**config.mk**
```make
export PLATFORM = sky130hd
export DESIGN_NAME = trap_unit
export DESIGN_NICKNAME = d
export VERILOG_FILES = /design/src/rtl/trap_pkg.sv /design/src/rtl/trap_decode.sv /design/src/rtl/trap_operands.sv /design/src/rtl/trap_compare.sv /design/src/rtl/trap_unit.sv
export SDC_FILE = /design/constraint.sdc
export NUM_CORES = 1
export LEC_CHECK = 0
export ABC_CLOCK_PERIOD_IN_PS = 800
export BUFFER_PORTS_ARGS = -buffer_cell sky130_fd_sc_hd__buf_2
export CAP_MARGIN = 10
export CORE_MARGIN = 2
export CORE_UTILIZATION = 40
export DETAILED_ROUTE_END_ITERATION = 16
export PLACE_DENSITY = 0.72
export SYNTH_ARGS = -nofsm -noshare
export SYNTH_HDL_FRONTEND = slang
export SYNTH_HIERARCHICAL = 1
export SYNTH_SLANG_ARGS = --single-unit
export TNS_END_PERCENT = 20
```
**constraint.sdc**
```tcl
create_clock -name clk_i -period 0.8 [get_ports clk_i]
set_clock_uncertainty 0.15 [all_clocks]
set_input_delay 0.04 -clock clk_i [delete_from_list [all_inputs] [get_ports clk_i]]
set_output_delay 0.04 -clock clk_i [all_outputs]
set_load 0.005 [all_outputs]
```
**src/rtl/trap_pkg.sv**
```systemverilog
package trap_pkg;
  localparam int ILEN  = 32;
  localparam int IMM_W = 16;
  localparam int IDX_W = 5;
  localparam int CND_W = 5;

  localparam logic [5:0] OPC_WIMM = 6'd3;
  localparam logic [5:0] OPC_DIMM = 6'd2;
  localparam logic [5:0] OPC_EXT  = 6'd31;
  localparam logic [9:0] XO_WREG  = 10'd4;
  localparam logic [9:0] XO_DREG  = 10'd68;

  typedef enum logic [2:0] {
    FORM_NONE,
    FORM_WIMM,
    FORM_DIMM,
    FORM_WREG,
    FORM_DREG
  } trap_form_e;

  typedef struct packed {
    trap_form_e            form;
    logic [CND_W-1:0]      cond_mask;
    logic [IDX_W-1:0]      ra;
    logic [IDX_W-1:0]      rb;
    logic [IMM_W-1:0]      imm;
    logic                  use_imm;
    logic                  word;
    logic                  is_trap;
  } trap_dec_t;
endpackage

```
**src/rtl/trap_decode.sv**
```systemverilog
module trap_decode
  import trap_pkg::*;
(
  input  logic            clk_i,
  input  logic            rst_ni,
  input  logic [ILEN-1:0] instr_i,
  output trap_dec_t       dec_o
);
  logic [5:0] opc;
  logic [9:0] xo;

  assign opc = instr_i[31:26];
  assign xo  = instr_i[10:1];

  always_comb begin
    dec_o.form = FORM_NONE;
    if (opc == OPC_WIMM)                        dec_o.form = FORM_WIMM;
    else if (opc == OPC_DIMM)                   dec_o.form = FORM_DIMM;
    else if (opc == OPC_EXT && xo == XO_WREG)   dec_o.form = FORM_WREG;
    else if (opc == OPC_EXT && xo == XO_DREG)   dec_o.form = FORM_DREG;
    dec_o.cond_mask = instr_i[25:21];
    dec_o.ra        = instr_i[20:16];
    dec_o.rb        = instr_i[15:11];
    dec_o.imm       = instr_i[IMM_W-1:0];
    dec_o.use_imm   = (dec_o.form == FORM_WIMM) || (dec_o.form == FORM_DIMM);
    dec_o.word      = (dec_o.form == FORM_WIMM) || (dec_o.form == FORM_WREG);
    dec_o.is_trap   = (dec_o.form != FORM_NONE);
  end

  // decoding an unknown primary opcode never yields a trap form
  assert_unknown_opc_R1: assert property (@(posedge clk_i) disable iff (!rst_ni)
    (opc != OPC_WIMM && opc != OPC_DIMM && opc != OPC_EXT) |-> !dec_o.is_trap);

  assert_imm_has_no_rb_R1: assert property (@(posedge clk_i) disable iff (!rst_ni)
    dec_o.use_imm |-> (opc != OPC_EXT));
endmodule

```
**src/rtl/trap_operands.sv**
```systemverilog
module trap_operands
  import trap_pkg::*;
#(
  parameter int XLEN = 64,
  parameter int WLEN = 32
) (
  input  logic             clk_i,
  input  logic             rst_ni,
  input  logic [XLEN-1:0]  rs_a_i,
  input  logic [XLEN-1:0]  rs_b_i,
  input  logic [IMM_W-1:0] imm_i,
  input  logic             use_imm_i,
  input  logic             word_i,
  output logic [XLEN-1:0]  op_a_o,
  output logic [XLEN-1:0]  op_b_o
);
  localparam int WEXT = XLEN - WLEN;
  localparam int IEXT = XLEN - IMM_W;

  logic [XLEN-1:0] a_w, b_w, imm_x;

  assign a_w   = {{WEXT{rs_a_i[WLEN-1]}}, rs_a_i[WLEN-1:0]};
  assign b_w   = {{WEXT{rs_b_i[WLEN-1]}}, rs_b_i[WLEN-1:0]};
  assign imm_x = {{IEXT{imm_i[IMM_W-1]}}, imm_i};

  always_comb begin
    op_a_o = word_i ? a_w : rs_a_i;
    if (use_imm_i)   op_b_o = imm_x;
    else if (word_i) op_b_o = b_w;
    else             op_b_o = rs_b_i;
  end

  assert_word_sext_a_R2: assert property (@(posedge clk_i) disable iff (!rst_ni)
    word_i |-> (op_a_o[XLEN-1:WLEN-1] == '0 || op_a_o[XLEN-1:WLEN-1] == '1));

  assert_imm_sext_b_R3: assert property (@(posedge clk_i) disable iff (!rst_ni)
    use_imm_i |-> (op_b_o[XLEN-1:IMM_W-1] == '0 || op_b_o[XLEN-1:IMM_W-1] == '1));
endmodule

```
**src/rtl/trap_compare.sv**
```systemverilog
module trap_compare
  import trap_pkg::*;
#(
  parameter int XLEN = 64
) (
  input  logic             clk_i,
  input  logic             rst_ni,
  input  logic [XLEN-1:0]  op_a_i,
  input  logic [XLEN-1:0]  op_b_i,
  input  logic [CND_W-1:0] mask_i,
  output logic             hit_o
);
  // condition vector ordered to match mask bits, MSB first: slt sgt eq ult ugt
  logic [CND_W-1:0] cond;

  always_comb begin
    cond[4] = $signed(op_a_i) < $signed(op_b_i);
    cond[3] = $signed(op_a_i) > $signed(op_b_i);
    cond[2] = op_a_i == op_b_i;
    cond[1] = op_a_i < op_b_i;
    cond[0] = op_a_i > op_b_i;
  end

  assign hit_o = |(cond & mask_i);

  assert_zero_mask_quiet_R6: assert property (@(posedge clk_i) disable iff (!rst_ni)
    (mask_i == '0) |-> !hit_o);

  assert_full_mask_fires_R6: assert property (@(posedge clk_i) disable iff (!rst_ni)
    (&mask_i) |-> hit_o);

  assert_signed_trichotomy_R4: assert property (@(posedge clk_i) disable iff (!rst_ni)
    $countones(cond[4:2]) == 1);
endmodule

```
**src/rtl/trap_unit.sv**
```systemverilog
module trap_unit
  import trap_pkg::*;
#(
  parameter int XLEN = 64,
  parameter int WLEN = 32
) (
  input  logic            clk_i,
  input  logic            rst_ni,
  input  logic            valid_i,
  input  logic [31:0]     instr_i,
  output logic [4:0]      rs_a_idx_o,
  output logic [4:0]      rs_b_idx_o,
  input  logic [XLEN-1:0] rs_a_data_i,
  input  logic [XLEN-1:0] rs_b_data_i,
  output logic            trap_o,
  output logic            is_trap_o
);
  trap_dec_t       dec;
  logic [XLEN-1:0] op_a, op_b;
  logic            hit;

  trap_decode u_dec (
    .clk_i   (clk_i),
    .rst_ni  (rst_ni),
    .instr_i (instr_i),
    .dec_o   (dec)
  );

  assign rs_a_idx_o = dec.ra;
  assign rs_b_idx_o = dec.rb;

  trap_operands #(.XLEN(XLEN), .WLEN(WLEN)) u_ops (
    .clk_i     (clk_i),
    .rst_ni    (rst_ni),
    .rs_a_i    (rs_a_data_i),
    .rs_b_i    (rs_b_data_i),
    .imm_i     (dec.imm),
    .use_imm_i (dec.use_imm),
    .word_i    (dec.word),
    .op_a_o    (op_a),
    .op_b_o    (op_b)
  );

  trap_compare #(.XLEN(XLEN)) u_cmp (
    .clk_i  (clk_i),
    .rst_ni (rst_ni),
    .op_a_i (op_a),
    .op_b_i (op_b),
    .mask_i (dec.cond_mask),
    .hit_o  (hit)
  );

  always_ff @(posedge clk_i or negedge rst_ni) begin
    if (!rst_ni) begin
      trap_o    <= 1'b0;
      is_trap_o <= 1'b0;
    end else begin
      is_trap_o <= valid_i && dec.is_trap;
      trap_o    <= valid_i && dec.is_trap && hit;
    end
  end

  assert_trap_needs_inst_R1: assert property (@(posedge clk_i) disable iff (!rst_ni)
    trap_o |-> is_trap_o);

  assert_pulse_after_valid_R5: assert property (@(posedge clk_i) disable iff (!rst_ni)
    !valid_i |=> !trap_o && !is_trap_o);

  assert_idle_reset_R8: assert property (@(posedge clk_i)
    !rst_ni |-> !trap_o && !is_trap_o);
endmodule

```
* Word-level counts from Yosys, hierarchy flattened *
Cells that the tools add are included.

cells by class
  divide/modulo/power cells = 0
  shift-type cells = 0
  add/sub/neg operators = 0
  $lt $le $gt $ge = 4
  multiply operators = 0
  equality and inequality tests = 9
  multiplexer cells = 7
  bitwise operators = 1
  reductions and logical operators = 8

operator list
  operator               number
  $mux W64               3
  $gt A64 B64 Y1         2
  $lt A64 B64 Y1         2
  $eq A64 B64 Y1         1
  $eq A6 B2 Y1 const B   2
  $mux W3                4
  $eq A10 B3 Y1 const B  1
  $eq A10 B7 Y1 const B  1
  $eq A3 B2 Y1 const B   2
  $eq A6 B5 Y1 const B   1
  $and A5 B5 Y5          1
  $reduce_or A5 Y1       1
  $logic_and A1 B1 Y1    4
  $eq A3 B1 Y1 const B   1
  $reduce_bool A3 Y1     1
  $logic_or A1 B1 Y1     2

word-level totals
  word-level logic and storage cells = 31
  bits in registers = 2
  memories kept = 0
  latch bits = 0
  memory bits (writable) = 0
  bits of input ports = 163
  memory bits (read-only) = 0
  output and inout bits = 12

* Depth between registers and ports, before layout *
Gate-level depths: netlist (run 1).

  depth in word-level cells = 14
  depth in mapped cells = 17
  gate-level depth less buffers = 15

* Modules after synthesis *
Netlist (run 1), hierarchy kept.

by module, submodules not included
  module         instances  area each (sq um)  cells each
  trap_compare   1          1709.1             240
  trap_operands  1          1512.7             235
  trap_decode    1          339.1              44
  trap_unit      1          62.6               4

* Worst setup path after synthesis (run 1) *
Ideal clock, no wire load.

  path type = input to register
  from = input port instr_i[31]
  to = register trap_o
  data required time = 0.584 ns
  arrival time = 2.881 ns
  cell stages on the path = 17
  path buffers = 2
  setup slack = -2.298 ns
  cells stage by stage = nand2b_1 -> or4_4 -> clkinv_2 -> o2bb2ai_1 -> buf_6 -> a21oi_4 -> buf_6 -> a21oi_2 -> inv_1 -> ha_1 -> a21oi_1 -> o21ai_1 -> a221oi_1 -> a211oi_1 -> nor4_1 -> mux2i_1 -> and3_1

RTL lines
  what                    line             source
  start: declaration      trap_unit.sv:10  input logic [31:0] instr_i,
  end signal: assignment  trap_unit.sv:59  trap_o <= valid_i && dec.is_trap && hit;
  end: declaration        trap_unit.sv:15  output logic trap_o,

==> results of run 1 <==
worst min path at each step:
stage | end | cells past startpoint | startpoint
final | is_trap_o | 2 | valid_i
after global routing | is_trap_o | 2 | valid_i
after CTS | is_trap_o | 2 | valid_i
after detailed placement | is_trap_o | 1 | rst_ni
after global placement | is_trap_o | 1 | rst_ni
after floorplan | is_trap_o | 0 | rst_ni
flip-flops by register name, indices dropped and copies added, names as in the netlist:
signal / count
is_trap_o: 1
trap_o: 1
critical path, delay by kind of cell:
family / cells / cell delay [ps]
and+or+nand+nor: 6 / 1540
AOI/OAI and AO/OA: 4 / 660
buffers and inverters: 4 / 420
adders and majority gates: 1 / 310
muxes: 1 / 120
through the flow:
stage,instance area [um2],setup TNS (ps),hold slack (ps),cells,util [%]
3_3_place_gp,4203,-2983,-310.0,738,48.19
6_report,4468,-2803,-77.17,750,51.23
2_1_floorplan,3616,-2347,-405.6,520,-
5_1_grt,4468,-3015,-52.83,750,51.23
4_1_cts,4433,-2724,-90.28,750,50.83
3_5_place_dp,4203,-3003,-310.9,738,48.19
power breakdown:
part / switching, mW / internal, mW
Combinational: 0.926 / 0.982
Sequential: 0.000729 / 0.103
Clock: 0.0876 / 0.319
layer usage:
metal	part of all wire, %	global-route usage, %
met2	50	37.42
met4	1.9	4.531
met1	41	22.76
met3	7.3	3.972
met5	0	0
layout make-up:
class,instances,area (um2),share of cell area (%)
inverter,120,455.4,10.19
multi-input combinational,313,2570,57.52
sequential,2,50.05,1.120
tap,108,135.1,3.024
timing repair buffer,204,1216,27.22
clock buffer,3,41.29,0.9241
what timing repair did:
item,CTS,global route
pin swaps,12,5
gates resized for setup,16,7
setup buffers,2,0
endpoints found under the hold margin,9,2
cloned,1,0
setup endpoints to repair,4,4
==> results_dict.tcl, run 1 <==
set metrics [dict create \
    outcome "complete, but fails checks" \
    violations "negative hold slack, negative setup slack" \
    syn-num-nets 747 \
    hold_class "in2reg" \
    cts.sinks 2 \
    endpoint "trap_o" \
    antenna_found_initial 0 \
    grt.overflow.total 0 \
    fin_ws_ps -2358 \
    ios 175 \
    postSynthCellCount 520 \
    cts_tree "yes" \
    clk_pin_slew_worst_paths_ps 30 \
    ir_drop_mv 0.4610 \
    post-place-ws_ps -2661 \
    std_cell_rows 34 \
    cpMostUsedCell "nand4_1" \
    final_cell_mix "buf_2 (164), inv_1 (119), ha_1 (63)" \
    clockBufferDepth 2 \
    drt_first_iter_violations 114 \
    slew_headroom_pct 69.98 \
    n_antenna_cell 0 \
    drc 0 \
    slowest_stage "or4_4" \
    wl_per_cell_um 13.28 \
    initial_core_util_pct 41.29 \
    coreArea_um2 8721 \
    die_h_um 98.88 \
    cap_viol_max_count 0 \
    hold_viol_final 2 \
    critical_path_class "in2reg" \
    crit_chain "buf_2, nand2b_1, or4_4, clkinv_4, o2bb2ai_4, a21oi_4, buf_12, a21oi_2, inv_1, ha_1, nand4_1, nor4_4, nand4_1, a221oi_2, mux2i_1, and3_1" \
    yosysWarnings 6 \
    fillers 854 \
    required_ps 750 \
    syn_to_final_growth_pct 24.08 \
    layout_min_cycle_time_ps 3158 \
    synth_area_um2 3601 \
    cp_slowest_stage_delay_ps 450 \
    hpwl_mm 8.317 \
    rsz0062_at_grt "yes" \
    p_per_area_nw_per_um2 541.0 \
    ctsRootBufferMaster "clkbuf_8" \
    io_buffers 164 \
    grt_first_pass_wirelength_mm 16.22 \
    grt_max_degree 39 \
    wl_mm 9.957 \
    clock.fmax_mhz 316.7 \
    routed_via_density 4.957 \
    cts_inserted_buffers 3 \
    die_width_um 98.88 \
    startpoint "instr_i[31]" \
    layout-drive-gt1-share_pct 42.99 \
    gp_congestion 0.8472 \
    ant_nets 0 \
    cp-start-kind "input pin" \
    report.final.slew_viol_count 0 \
    path_max_fanout 20 \
    worst_pin_slew_ps 446.1 \
    p_leak_nw 2.613 \
    fin_hold_ws_ps -77.17 \
    syn_avg_cell_area_um2 6.925 \
    grt_pass1_vias 3746 \
    power_mw 2.417 \
    endpoint_kind "flip-flop" \
    cts-htree-levels 1 \
    die-area_um2 9777 \
    ctsHoldBuffers 6 \
    setup-violations-final 5 \
    final_common_cell "buf_2" \
    arrival_ps 3110 \
    final_nets 871 \
    vias 3718 \
    grt_usage_pct 19.83 \
    fin_crit_sh_pct 394.7 \
    drtPass1Iterations 4 \
]
(Power assumes the default switching activity.)
==> inputs of run 2 (changes only) <==
Settings changed: REMOVE_ABC_BUFFERS from default to 1.
==> run 2 against run 1 <==
The run still ends with negative hold slack, negative setup slack left; critical endpoint unchanged; worst hold slack improved by 12 ps; combinational power rose by 5%; total power rose by 3.0%; global-route usage fell by 0.094 points; worst setup slack got worse by 46 ps; critical path type unchanged; routed wire length rose by 3.1%; non-clock buffer count rose by 15; first-iteration DRC count fell by 11%; largest power group unchanged; sequential share of layout area barely moved; sequential cell count did not move; die area did not move.
==> results_dict.tcl, run 2 (synthesized netlist as in run 1, its figures left out) <==
set metrics [dict create \
    syn_to_final_growth_pct 28.32 \
    grt.overflow.total 0 \
    ios 175 \
    cp-start-kind "input pin" \
    rsz0062_at_grt "yes" \
    std_cell_rows 34 \
    vias 3797 \
    layout_min_cycle_time_ps 3203 \
    clock.fmax_mhz 312.2 \
    required_ps 740 \
    ctsHoldBuffers 6 \
    ir_drop_mv 0.2883 \
    die-area_um2 9777 \
    cts-htree-levels 1 \
    cts_tree "yes" \
    final_cells 765 \
    antenna_found_initial 2 \
    endpoint_kind "flip-flop" \
    coreArea_um2 8721 \
    final_cell_mix "buf_2 (164), inv_1 (119), ha_1 (61)" \
    placed_area_um2 4357 \
    clk_pin_slew_worst_paths_ps 30 \
    dp.cells 751 \
    cap_viol_max_count 0 \
    post-place-ws_ps -2658 \
    drc 0 \
    gp_congestion 0.8625 \
    slew_headroom_pct 79.48 \
    final_util_pct 52.98 \
    hold_class "in2reg" \
    clockBufferDepth 2 \
    reg_top3 "is_trap_o (1), trap_o (1)" \
    wl_mm 10.27 \
    p_per_area_nw_per_um2 539.0 \
    cts.sinks 2 \
    violations "negative hold slack, negative setup slack" \
    worst_pin_slew_ps 305.0 \
    arrival_ps 3150 \
    multiInputGateArea_um2 2572 \
    hold_viol_final 2 \
    p_leak_nw 2.702 \
    grt_pass1_vias 3809 \
    setup-violations-final 4 \
    critical_path_class "in2reg" \
    initial_core_util_pct 41.29 \
    final_cell_area_um2 4621 \
    fin_ws_ps -2403 \
    ant_nets 0 \
    drt_first_iter_violations 101 \
    final_nets 886 \
    grt_usage_pct 19.73 \
    die_h_um 98.88 \
    routed_via_density 4.963 \
    io_buffers 164 \
    grt_max_degree 29 \
    fillers 866 \
    report.final.slew_viol_count 0 \
    n_antenna_cell 0 \
    fin_crit_sh_pct 400.4 \
    regArea_um2 50.05 \
    cts_inserted_buffers 3 \
    fin_hold_ws_ps -65.39 \
    final_common_cell "buf_2" \
    wl_per_cell_um 13.42 \
    path_max_fanout 14 \
    drtPass1Iterations 4 \
    hpwl_mm 8.641 \
    outcome "complete, but fails checks" \
    ctsRootBufferMaster "clkbuf_8" \
    layout-drive-gt1-share_pct 43.99 \
    grt_first_pass_wirelength_mm 16.09 \
    die_width_um 98.88 \
]
-- run 2: path summary, 6_finish.rpt --
kind / from / endpoint / slack (ps) / depth (start not counted)
min in group asynchronous: rst_ni / trap_o / 20 / 2
hold / removal: valid_i / is_trap_o / -70 / 2
max in group asynchronous: rst_ni / is_trap_o / 380 / 2
setup / recovery: instr_i[31] / trap_o / -2400 / 19
-- run 2: power by group --
part	leakage, nW	switching [mW]	internal (mW)	total [mW]
combinational	2.65	0.943	1.06	2.00
clock	0.0216	0.0708	0.317	0.388
sequential	0.0278	0.000335	0.103	0.103
-- run 2: per-layer routing --
layer / up-vias / share of wire (%) / global-route usage, %
met5: - / 0.13 / 0
met4: 2 / 1.3 / 4.110
met3: 12 / 8.0 / 4.043
met2: 138 / 52 / 39.55
met1: 1704 / 38 / 20.87
li1: 1941 / - / -
-- run 2: what timing repair did --
action                                  CTS  global route
setup buffers                             1             3
endpoints found under the setup margin    4             4
cloned                                    1             1
pin swaps                                 5            15
resized for setup                         4            17
hold endpoints to repair                  9             2
-- run 2: area by class of cell --
type                       count  share of cell area (%)
sequential                     2                   1.083
tap                          108                   2.924
inverter                     120                   9.802
multi-input combinational    313                   55.67
clock buffer                   3                  0.8936
timing repair buffer         219                   29.62
-- run 2: worst max-delay path, cell delays in order --
cell       delay, ps
buf_2            100
nand2b_1         130
or4_4            450
inv_4             90
o2bb2ai_4        180
a21oi_4          120
buf_12           170
a21oi_2          110
inv_1             70
ha_4             280
nand4_1          110
buf_4            150
buf_4            130
nor3_1           230
a22oi_2           80
a211oi_2         290
nor4_2            90
mux2i_1          120
and3_1           180
-- run 2: stage by stage --
stage / hold WS, ps / setup TNS (ps) / power (mW)
4_1_cts: -66.53 / -2687 / 2.439
5_1_grt: -71.27 / -2977 / 2.769
2_1_floorplan: -405.6 / -4400 / 1.133
3_5_place_dp: -312.0 / -3029 / 1.989
6_report: -65.39 / -2716 / 2.490
3_3_place_gp: -312.0 / -2930 / 1.912
